===== src/rtl/ewa_pkg.sv =====
package ewa_pkg;

  typedef enum logic [2:0] {
    ST_IDLE,
    ST_LOAD,
    ST_STEP,
    ST_STORE,
    ST_LAST
  } ewaState_e;

  // strobes issued by the sequencer to the arithmetic side
  typedef struct packed {
    logic latchWeights;
    logic loadDiv;
    logic stepDiv;
    logic storeWin;
    logic storeLast;
    logic publish;
  } ewaStrobes_t;

endpackage


===== src/rtl/ewa_control.sv =====
module ewa_control
  import ewa_pkg::*;
#(
  parameter int NUM_MC = 4,
  parameter int WIN_W  = 10,
  localparam int IDX_W = $clog2(NUM_MC),
  localparam int BIT_W = $clog2(WIN_W)
) (
  input  logic              clk,
  input  logic              rstN,
  input  logic [NUM_MC-1:0] statValid,
  input  logic              epochStart,
  output ewaStrobes_t       strb,
  output logic [IDX_W-1:0]  idx,
  output logic [BIT_W-1:0]  bitIdx,
  output logic              calcDone
);

  ewaState_e         state;
  logic [NUM_MC-1:0] seen;
  logic              holdPub;
  logic              allSeen;

  assign allSeen = &seen;

  always_comb begin
    strb              = '0;
    strb.latchWeights = (state == ST_IDLE) && allSeen;
    strb.publish      = (state == ST_IDLE) && (epochStart || holdPub);
    strb.loadDiv      = (state == ST_LOAD);
    strb.stepDiv      = (state == ST_STEP);
    strb.storeWin     = (state == ST_STORE);
    strb.storeLast    = (state == ST_LAST);
  end

  always_ff @(posedge clk) begin
    if (!rstN) begin
      state    <= ST_IDLE;
      seen     <= '0;
      idx      <= '0;
      bitIdx   <= '0;
      holdPub  <= 1'b0;
      calcDone <= 1'b0;
    end else begin
      // a report landing in the launch cycle belongs to the next round
      seen     <= (strb.latchWeights ? '0 : seen) | statValid;
      calcDone <= (state == ST_LAST);
      if (strb.publish)   holdPub <= 1'b0;
      else if (epochStart) holdPub <= 1'b1;
      unique case (state)
        ST_IDLE: begin
          if (strb.latchWeights) begin
            idx   <= '0;
            state <= ST_LOAD;
          end
        end
        ST_LOAD: begin
          bitIdx <= BIT_W'(WIN_W - 1);
          state  <= ST_STEP;
        end
        ST_STEP: begin
          if (bitIdx == '0) state <= ST_STORE;
          else              bitIdx <= bitIdx - 1'b1;
        end
        ST_STORE: begin
          if (idx == IDX_W'(NUM_MC - 2)) begin
            state <= ST_LAST;
          end else begin
            idx   <= idx + 1'b1;
            state <= ST_LOAD;
          end
        end
        ST_LAST:  state <= ST_IDLE;
        default:  state <= ST_IDLE;
      endcase
    end
  end

endmodule


===== src/rtl/ewa_datapath.sv =====
module ewa_datapath
  import ewa_pkg::*;
#(
  parameter int NUM_MC = 4,
  parameter int STAT_W = 12,
  parameter int COEF_W = 8,
  parameter int ALPHA  = 154,
  parameter int GAMMA  = 102,
  parameter int PERIOD = 1000,
  parameter int WIN_W  = 10,
  localparam int IDX_W    = $clog2(NUM_MC),
  localparam int BIT_W    = $clog2(WIN_W),
  localparam int WEIGHT_W = STAT_W + COEF_W + 1,
  localparam int SUM_W    = WEIGHT_W + $clog2(NUM_MC),
  localparam int DIV_W    = SUM_W + WIN_W,
  localparam int SHARE    = PERIOD - NUM_MC
) (
  input  logic                     clk,
  input  logic                     rstN,
  input  logic [NUM_MC-1:0]        statValid,
  input  logic [NUM_MC*STAT_W-1:0] statArrival,
  input  logic [NUM_MC*STAT_W-1:0] statOccup,
  input  ewaStrobes_t              strb,
  input  logic [IDX_W-1:0]         idx,
  input  logic [BIT_W-1:0]         bitIdx,
  output logic [NUM_MC*WIN_W-1:0]  winLen,
  output logic                     winValid
);

  logic [STAT_W-1:0]   arrReg    [NUM_MC];
  logic [STAT_W-1:0]   occReg    [NUM_MC];
  logic [WEIGHT_W-1:0] rawWeight [NUM_MC];
  logic [WEIGHT_W-1:0] weight    [NUM_MC];
  logic [WIN_W-1:0]    pend      [NUM_MC];
  logic [WIN_W-1:0]    pub       [NUM_MC];
  logic [SUM_W-1:0]    rawTotal;
  logic [SUM_W-1:0]    total;
  logic                allZero;
  logic [DIV_W-1:0]    rem;
  logic [DIV_W-1:0]    divisorShift;
  logic [WIN_W-1:0]    quot;
  logic [WIN_W-1:0]    acc;
  logic [WIN_W-1:0]    quotPlusOne;

  function automatic logic [WIN_W-1:0] evenLen(input int i);
    int base;
    base = 1 + (PERIOD - NUM_MC) / NUM_MC;
    if (i == NUM_MC - 1) return WIN_W'(PERIOD - (NUM_MC - 1) * base);
    return WIN_W'(base);
  endfunction

  for (genvar g = 0; g < NUM_MC; g++) begin : g_mc
    always_ff @(posedge clk) begin
      if (!rstN) begin
        arrReg[g] <= '0;
        occReg[g] <= '0;
      end else if (statValid[g]) begin
        arrReg[g] <= statArrival[g*STAT_W +: STAT_W];
        occReg[g] <= statOccup[g*STAT_W +: STAT_W];
      end
    end
    assign rawWeight[g] = WEIGHT_W'(ALPHA) * WEIGHT_W'(arrReg[g])
                        + WEIGHT_W'(GAMMA) * WEIGHT_W'(occReg[g]);
    assign winLen[g*WIN_W +: WIN_W] = pub[g];
  end

  always_comb begin
    rawTotal = '0;
    for (int i = 0; i < NUM_MC; i++) rawTotal += SUM_W'(rawWeight[i]);
  end

  assign allZero      = (rawTotal == '0);
  assign divisorShift = DIV_W'(total) << bitIdx;
  assign quotPlusOne  = quot + WIN_W'(1);

  always_ff @(posedge clk) begin
    if (!rstN) begin
      for (int i = 0; i < NUM_MC; i++) begin
        weight[i] <= '0;
        pend[i]   <= evenLen(i);
        pub[i]    <= evenLen(i);
      end
      total    <= '0;
      rem      <= '0;
      quot     <= '0;
      acc      <= '0;
      winValid <= 1'b0;
    end else begin
      winValid <= strb.publish;
      if (strb.publish) begin
        for (int i = 0; i < NUM_MC; i++) pub[i] <= pend[i];
      end
      if (strb.latchWeights) begin
        for (int i = 0; i < NUM_MC; i++)
          weight[i] <= allZero ? WEIGHT_W'(1) : rawWeight[i];
        total <= allZero ? SUM_W'(NUM_MC) : rawTotal;
        acc   <= '0;
      end
      if (strb.loadDiv) begin
        rem  <= DIV_W'(SHARE) * DIV_W'(weight[idx]);
        quot <= '0;
      end
      if (strb.stepDiv && (rem >= divisorShift)) begin
        rem          <= rem - divisorShift;
        quot[bitIdx] <= 1'b1;
      end
      if (strb.storeWin) begin
        pend[idx] <= quotPlusOne;
        acc       <= acc + quotPlusOne;
      end
      if (strb.storeLast) begin
        pend[NUM_MC-1] <= WIN_W'(PERIOD) - acc;
      end
    end
  end

endmodule


===== src/rtl/epoch_window_alloc.sv =====
module epoch_window_alloc
  import ewa_pkg::*;
#(
  parameter int NUM_MC = 4,
  parameter int STAT_W = 12,
  parameter int COEF_W = 8,
  parameter int ALPHA  = 154,
  parameter int GAMMA  = 102,
  parameter int PERIOD = 1000,
  localparam int WIN_W = $clog2(PERIOD + 1)
) (
  input  logic                     clk,
  input  logic                     rstN,
  input  logic [NUM_MC-1:0]        statValid,
  input  logic [NUM_MC*STAT_W-1:0] statArrival,
  input  logic [NUM_MC*STAT_W-1:0] statOccup,
  input  logic                     epochStart,
  output logic [NUM_MC*WIN_W-1:0]  winLen,
  output logic                     winValid,
  output logic                     calcDone
);

  localparam int IDX_W = $clog2(NUM_MC);
  localparam int BIT_W = $clog2(WIN_W);

  ewaStrobes_t       strb;
  logic [IDX_W-1:0]  idx;
  logic [BIT_W-1:0]  bitIdx;

  ewa_control #(
    .NUM_MC(NUM_MC),
    .WIN_W (WIN_W)
  ) i_control (
    .clk       (clk),
    .rstN      (rstN),
    .statValid (statValid),
    .epochStart(epochStart),
    .strb      (strb),
    .idx       (idx),
    .bitIdx    (bitIdx),
    .calcDone  (calcDone)
  );

  ewa_datapath #(
    .NUM_MC(NUM_MC),
    .STAT_W(STAT_W),
    .COEF_W(COEF_W),
    .ALPHA (ALPHA),
    .GAMMA (GAMMA),
    .PERIOD(PERIOD),
    .WIN_W (WIN_W)
  ) i_datapath (
    .clk        (clk),
    .rstN       (rstN),
    .statValid  (statValid),
    .statArrival(statArrival),
    .statOccup  (statOccup),
    .strb       (strb),
    .idx        (idx),
    .bitIdx     (bitIdx),
    .winLen     (winLen),
    .winValid   (winValid)
  );

endmodule


===== config.mk =====
export PLATFORM = sky130hd
export DESIGN_NAME = epoch_window_alloc
export DESIGN_NICKNAME = d
export VERILOG_FILES = /design/src/rtl/ewa_pkg.sv /design/src/rtl/ewa_control.sv /design/src/rtl/ewa_datapath.sv /design/src/rtl/epoch_window_alloc.sv
export SDC_FILE = /design/constraint.sdc
export NUM_CORES = 2
export LEC_CHECK = 0
export ABC_CLOCK_PERIOD_IN_PS = 10900
export BUFFER_PORTS_ARGS = -buffer_cell sky130_fd_sc_hd__buf_4
export CAP_MARGIN = 20
export CORE_ASPECT_RATIO = 2
export CORE_MARGIN = 3
export CORE_UTILIZATION = 35
export DETAILED_ROUTE_END_ITERATION = 10
export GPL_ROUTABILITY_DRIVEN = 0
export SETUP_SLACK_MARGIN = 0.4
export SYNTH_ARGS = -nofsm -noshare
export SYNTH_HDL_FRONTEND = slang
export SYNTH_SLANG_ARGS = --single-unit

===== constraint.sdc =====
create_clock -name clk -period 10.9 [get_ports clk]
set_input_delay 0.545 -clock clk [delete_from_list [all_inputs] [get_ports clk]]
set_output_delay 0.545 -clock clk [all_outputs]
set_load 0.02 [all_outputs]

# [Word level (Yosys, flattened, before mapping)]
# Memory sizes are Yosys's and may differ from the RTL's. A register that Yosys moved wholly into a read port is not among the register bits.
# Cells that the tools add are included.
[totals] ram_bits=260 mem_count=5 regBits=92 input_bits=103 output_inout_bits=42 word_cells=161
[classes] bitwise_logic=20 n_eq_ne=9 add_sub_neg=13 shifts=1 n_lt_le_gt_ge=3 n_mux=72 multipliers=9 n_reduce_logical=18
[mem_list] name="i_datapath.weight" words=4 word_bits=21 rd=1 rd_clocked_by_memory_dff=1 write_ports=4 line="ewa_datapath.sv:33" rtl="logic [WEIGHT_W-1:0] weight [NUM_MC];"
[mem_list] name="i_datapath.arrReg" words=4 word_bits=12 rd=4 rd_clocked_by_memory_dff=0 write_ports=4 line="ewa_datapath.sv:30" rtl="logic [STAT_W-1:0] arrReg [NUM_MC];"
[mem_list] name="i_datapath.occReg" words=4 word_bits=12 rd=4 rd_clocked_by_memory_dff=0 write_ports=4 line="ewa_datapath.sv:31" rtl="logic [STAT_W-1:0] occReg [NUM_MC];"
[mem_list] name="i_datapath.pend" words=4 word_bits=10 rd=4 rd_clocked_by_memory_dff=0 write_ports=4 line="ewa_datapath.sv:34" rtl="logic [WIN_W-1:0] pend [NUM_MC];"
[mem_list] name="i_datapath.pub" words=4 word_bits=10 rd=4 rd_clocked_by_memory_dff=0 write_ports=4 line="ewa_datapath.sv:35" rtl="logic [WIN_W-1:0] pub [NUM_MC];"
[ops] operator="21-bit two-way mux" n=8
[ops] operator="10-bit two-way mux" n=12
[ops] operator="12-bit two-way mux" n=8
[ops] operator="20-bit by 19-bit adder with 21-bit output" n=4
[ops] operator="7-bit by 12-bit multiplier with 19-bit output (first input constant)" n=4
[ops] operator="6-bit by 12-bit multiplier with 18-bit output (first input constant)" n=4
[ops] operator="33-bit two-way mux" n=2
[ops] operator="23-bit by 21-bit adder with 23-bit output" n=2
[ops] operator="33-bit greater-or-equal comparator" n=1
[ops] operator="23-bit by 4-bit << shifter with 33-bit output" n=1
[ops] operator="33-bit subtractor" n=1
[ops] operator="8-bit by 21-bit multiplier with 29-bit output (first input constant)" n=1
[ops] operator="1-bit two-way mux" n=27
[ops] operator="23-bit logical NOT" n=1
[ops] operator="23-bit two-way mux" n=1
[ops] operator="21-bit by 21-bit adder with 22-bit output" n=1
[ops] operator="1-bit bitwise OR" n=17
[ops] operator="3-bit case mux with 4 select lines" n=1
[ops] operator="10-bit by 1-bit adder with 10-bit output (second input constant)" n=1
[ops] operator="10-bit adder" n=1
[ops] operator="2-bit two-way mux" n=5
[ops] operator="10-bit bitwise OR" n=1
[ops] operator="10-bit OR reduction" n=1
[ops] operator="10-bit subtractor (first input constant)" n=1
[ops] operator="26 further kinds" n=39

# [Depth between registers and ports, before layout]
# An unclocked memory read counts as a cell.
[logic_depth] depth_word=9 mapped_depth=42 ltp_nobuf=39

# [Cells and area by module]
# A second synthesis with hierarchy kept.
[unflattened] hier_cells=3691 hier_area_um2=36391.2
[modules_own_cells] mod="ewa_datapath" cells_per_inst=3609 seq_area_each_um2=9218.8 area_each_um2=35646.7 instances=1
[modules_own_cells] mod="ewa_control" cells_per_inst=82 seq_area_each_um2=300.3 area_each_um2=744.5 instances=1

# [Worst setup path after synthesis]
# OpenSTA, ideal clock, no wires.
[synth_path] path_type="register to register" start="mem i_datapath.arrReg[1][5]" end="mem i_datapath.weight[2][18] (netlist bit) (data pin)" stages_incl_launch_ff=38 t_arrival_ns=8.775 slack_ns=1.870 path_buffers=3 period_less_slack_ns=9.030 setup_ns=0.255 path_cell_list="edfxtp_1 > ha_1 > ha_1 > inv_1 > fa_1 > fa_1 > inv_1 > ha_1 > a21boi_0 > o21ai_0 > a21oi_1 > nor2_1 > ha_1 > and2_1 > a221o_1 > a21o_1 > a21o_1 > o31a_1 > [... 2 more ...] > ha_1 > a21o_1 > a21o_1 > a41o_1 > a21oi_1 > xor2_1 > fa_1 > inv_1 > ha_1 > clkbuf_1 > and3_1 > a21oi_1 > mux2i_1 > or4_1 > or4_1 > buf_6 > buf_6 > and3_1"
[synth_rtl] item="start: declaration" line="ewa_datapath.sv:30"
[synth_rtl] item="end: declaration" line="ewa_datapath.sv:33"

==> run summary <==
Library cell with the largest summed area after synthesis: sky130_fd_sc_hd__edfxtp_1. Derived from the worst setup path, the maximum achievable clock frequency is 0.101 GHz. Among all flip-flop cells after synthesis, the most frequent one is sky130_fd_sc_hd__edfxtp_1.

Max-cap violations in this run came to 0. The via count of the first global-routing pass was 28700. The cell with the most instances on the worst path was sky130_fd_sc_hd__ha_1. The share of the clock period used by the worst path after layout came out at 90.6%.

Worst hold path class: in2reg. Global routing finished with a remaining overflow of 0. The worst register-to-register path has a depth of 36. A synthesized cell averages 9.66 µm².

At the worst endpoint, the arrival time is 10.23 ns. The number of buffers added on ports came out at 144. The critical path runs through a total of 36 cells. In this run the most critical hold path is launched from statArrival[40]. The tools report the number of setup violations in the final report as 0. The beginning of the critical path is i_datapath.arrReg[0][5]$_SDFFCE_PN0P_.

The hold violation count in the final report was 0. The die covers 109000 µm². For this run, the number of Yosys warnings is 0. The tree is rooted in a sky130_fd_sc_hd__clkbuf_16. The logs give 27400 for the detailed-route via count and 17.5% for the global-route usage over all layers. The fill cell instance count of the final layout came out at 10300. Among all cell types in the netlist, the one instantiated most often is sky130_fd_sc_hd__ha_1. The post-route netlist has 7.88% of its cells at a drive strength greater than 1. The post-route setup TNS is 0 ns, and the highest cell delay on the worst timing path is 0.59 ns. Slowest stage cell on the critical path: sky130_fd_sc_hd__or4_4. The number of max-slew violations in the final report came out at 0.

The cell area that synthesis handed to floorplanning was 36700 µm². The area fraction of the dominant cell type after synthesis was 21.0%. The register-to-register setup slack is 1.03 ns, and the sink count of the clock tree is 349. Synthesis produced a netlist whose cell count is 3795.

The logs give 55500 µm for the met2 wirelength from detailed routing and 4708 for the net count after synthesis. The uppermost layer routed is met4. Measured along the y axis, the die boundary spans 464 µm. Yosys mapped the design onto 79 distinct sky130hd cell types. The post-detailed-route DRC marker count is 0. The core area is 104000 µm². Relative to the synthesized area, the layout overhead comes to 10.6%.

For the worst setup path, the data required time is 11.25 ns. The worst register-to-register path ends at i_datapath.weight[2][1]$_SDFFCE_PP0P_. The synthesized design contains 349 register bits.

The first TritonRoute pass finished after 7 iterations. In this run the remaining antenna-violating nets after routing total 0. In this run, CTS created clock tree buffers numbering 38. Capturing element of the worst setup path: i_datapath.weight[2][1]$_SDFFCE_PP0P_. In the synthesized netlist the async set-or-reset flop fraction comes to 0%. The worst hold path depth works out to 2. The number of post-CTS setup repair buffers was 0; the critical-path maximum fanout was 63. The setup path with the least slack is of type reg2reg. The buffer levels on the longest clock path is 3.

The startpoint identified for the worst register-to-register timing path is i_datapath.arrReg[0][5]$_SDFFCE_PN0P_. The worst setup path is launched from a flip-flop. TritonCTS built the clock tree.

The pin count of the biggest net entering global routing came out at 82. After floorplanning, the core was divided into 167 placement rows. Setup repair after global routing left no endpoint under its margin. The HPWL after detailed placement is 80200 µm. Among cell families on the critical path, the largest total delay comes from adder cells.

After detailed routing, the met3 layer carries 2350 µm of wire. The clock period could shrink to 9.87 ns. The slew at the pin closest to its max-slew limit was 1.07 ns; the global-route wire length before repair was 152000 µm. The count of buffer and inverter cells on the critical path works out to 4. The commonest cells after synthesis are 580 x sky130_fd_sc_hd__ha_1, 475 x sky130_fd_sc_hd__inv_1, 258 x sky130_fd_sc_hd__nor2_1. Dividing the detail-routed wire length by the instance count gives 18.1 µm. Yosys mapped a number of flops with a built-in enable equal to 257.

The detailed router put a total of 31000 µm of wire on met1. The routed design has 95700 µm of wire. From left edge to right edge, the die measures 235 µm. By area the synthesized netlist is led by sky130_fd_sc_hd__edfxtp_1 21%, sky130_fd_sc_hd__ha_1 20%, sky130_fd_sc_hd__fa_1 13%. The final layout contains 4809 nets.

The run finished with clean final reports. The number of antenna violations at the first check in global routing is 2, and the initial cell density of the core is 35.3%. For the worst-skew pair, the clock arrives at the later sink with an insertion delay of 0.63 ns. STA classifies the critical path endpoint as a flip-flop. The clock-pin transition on the worst setup and hold timing paths was 0.07 ns; the via count normalized by instance count was 5.19.

The run gives 28.5% as the worst relative slew slack. In this run the count of I/O pins placed on the die edge is 145. After the first detailed-routing iteration, the DRC count stood at 1213. Number of H-tree levels: 2. Sequential cells were found to cover 26.1% of the synthesized design area. The clock arrives with 0.0385 ns of skew.
==> area by class of cell <==
class	count	area, µm²	area share [%]
inverters	476	1790	4.40
flip-flops and latches	349	9560	23.6
multi-input cells	2860	24900	61.4
clock inverters	26	322	0.793
repair buffers	171	1340	3.30
diodes	1	2.50	0.00617
well taps	1352	1690	4.17
clock buffers	41	962	2.37
==> metal layers <==
layer  global-route usage, %  vias up
met5                       0        -
met4                    11.2        0
met3                    1.50      239
met2                    36.3      505
met1                    15.6    13100
li1                        -    13500
==> what timing repair did <==
item / in CTS / in global routing
resized for setup: 0 / 5
hold buffers: 0 / 0
endpoints found under the setup margin: 0 / 82
==> registers in the layout (all words and copies together) (netlist names), 2 cells and up, named ones only <==
name               flops
i_control.bitIdx       4
i_control.idx          2
i_control.seen         4
i_control.state        3
i_datapath.acc        10
i_datapath.arrReg     48
i_datapath.occReg     48
i_datapath.pend       40
i_datapath.pub        40
i_datapath.quot       10
i_datapath.rem        32
i_datapath.total      22
i_datapath.weight     81
==> layout by cell type, fill, tap and decap left out, types with 37 or more instances in the layout <==
master / Yosys / routed
sky130_fd_sc_hd__a21o_1: 68 / 68
sky130_fd_sc_hd__a21oi_1: 204 / 204
sky130_fd_sc_hd__and3_1: 194 / 194
sky130_fd_sc_hd__buf_4: 1 / 166
sky130_fd_sc_hd__clkbuf_16: 0 / 38
sky130_fd_sc_hd__dfxtp_1: 92 / 92
sky130_fd_sc_hd__edfxtp_1: 257 / 257
sky130_fd_sc_hd__fa_1: 230 / 230
sky130_fd_sc_hd__ha_1: 580 / 580
sky130_fd_sc_hd__inv_1: 475 / 474
sky130_fd_sc_hd__nand2_1: 206 / 205
sky130_fd_sc_hd__nand3_1: 78 / 78
sky130_fd_sc_hd__nor2_1: 258 / 257
sky130_fd_sc_hd__nor2b_1: 40 / 40
sky130_fd_sc_hd__nor3_1: 66 / 66
sky130_fd_sc_hd__o21a_1: 40 / 40
sky130_fd_sc_hd__o21ai_0: 149 / 147
sky130_fd_sc_hd__or3_1: 37 / 37
sky130_fd_sc_hd__xnor2_1: 183 / 183
sky130_fd_sc_hd__xor2_1: 71 / 71
==> cell families (layout without fill, tap and decap cells) <==
kind of cell               after synthesis  in the layout  synth area share [%]
AOI/OAI and AO/OA                      724            724                  12.9
xor gates and xnor gates               254            254                  6.07
adders and majority gates              810            810                  32.3
buffers and inverters                  586            714                  6.18
DFF                                    349            349                  26.1
muxes                                   65             65                  2.79
other                                    0              1                     0
and+or+nand+nor                       1007           1007                  13.7
==> stage by stage <==
stage | instances | setup slack, ns | utilization (%) | hold WS [ns] | cell area (µm²)
final | 5276 | 1.03 | 39.1 | 0.239 | 40600
after global routing | 5276 | 0.407 | 39.1 | 0.225 | 40600
after CTS | 5271 | 0.770 | 39.0 | 0.202 | 40500
after detailed placement | 5204 | 0.769 | 37.7 | 0.460 | 39200
after global placement | 5203 | 0.885 | 37.7 | 0.458 | 39200
after floorplan | 3795 | 1.87 | - | 0.441 | 36700
==> worst min-delay path by stage <==
| stage | slack (ns) | end |
|---|---|---|
| 6_report | 0.24 | i_datapath.arrReg[3][4]$_SDFFCE_PN0P_ |
| 5_1_grt | 0.22 | i_datapath.arrReg[1][11]$_SDFFCE_PN0P_ |
| 4_1_cts | 0.20 | i_datapath.occReg[1][19]$_SDFFCE_PN0P_ |
| 3_5_place_dp | 0.46 | i_control.seen[3]$_SDFF_PN0_ |
| 3_3_place_gp | 0.46 | i_datapath.rem[31]$_SDFFE_PN0P_ |
| 2_1_floorplan | 0.44 | i_datapath.total[16]$_SDFFE_PN0P_ |
Power is left out: the tool's default activity adds up to more than one toggle a clock period on the data nets, which glitch-free logic cannot reach.
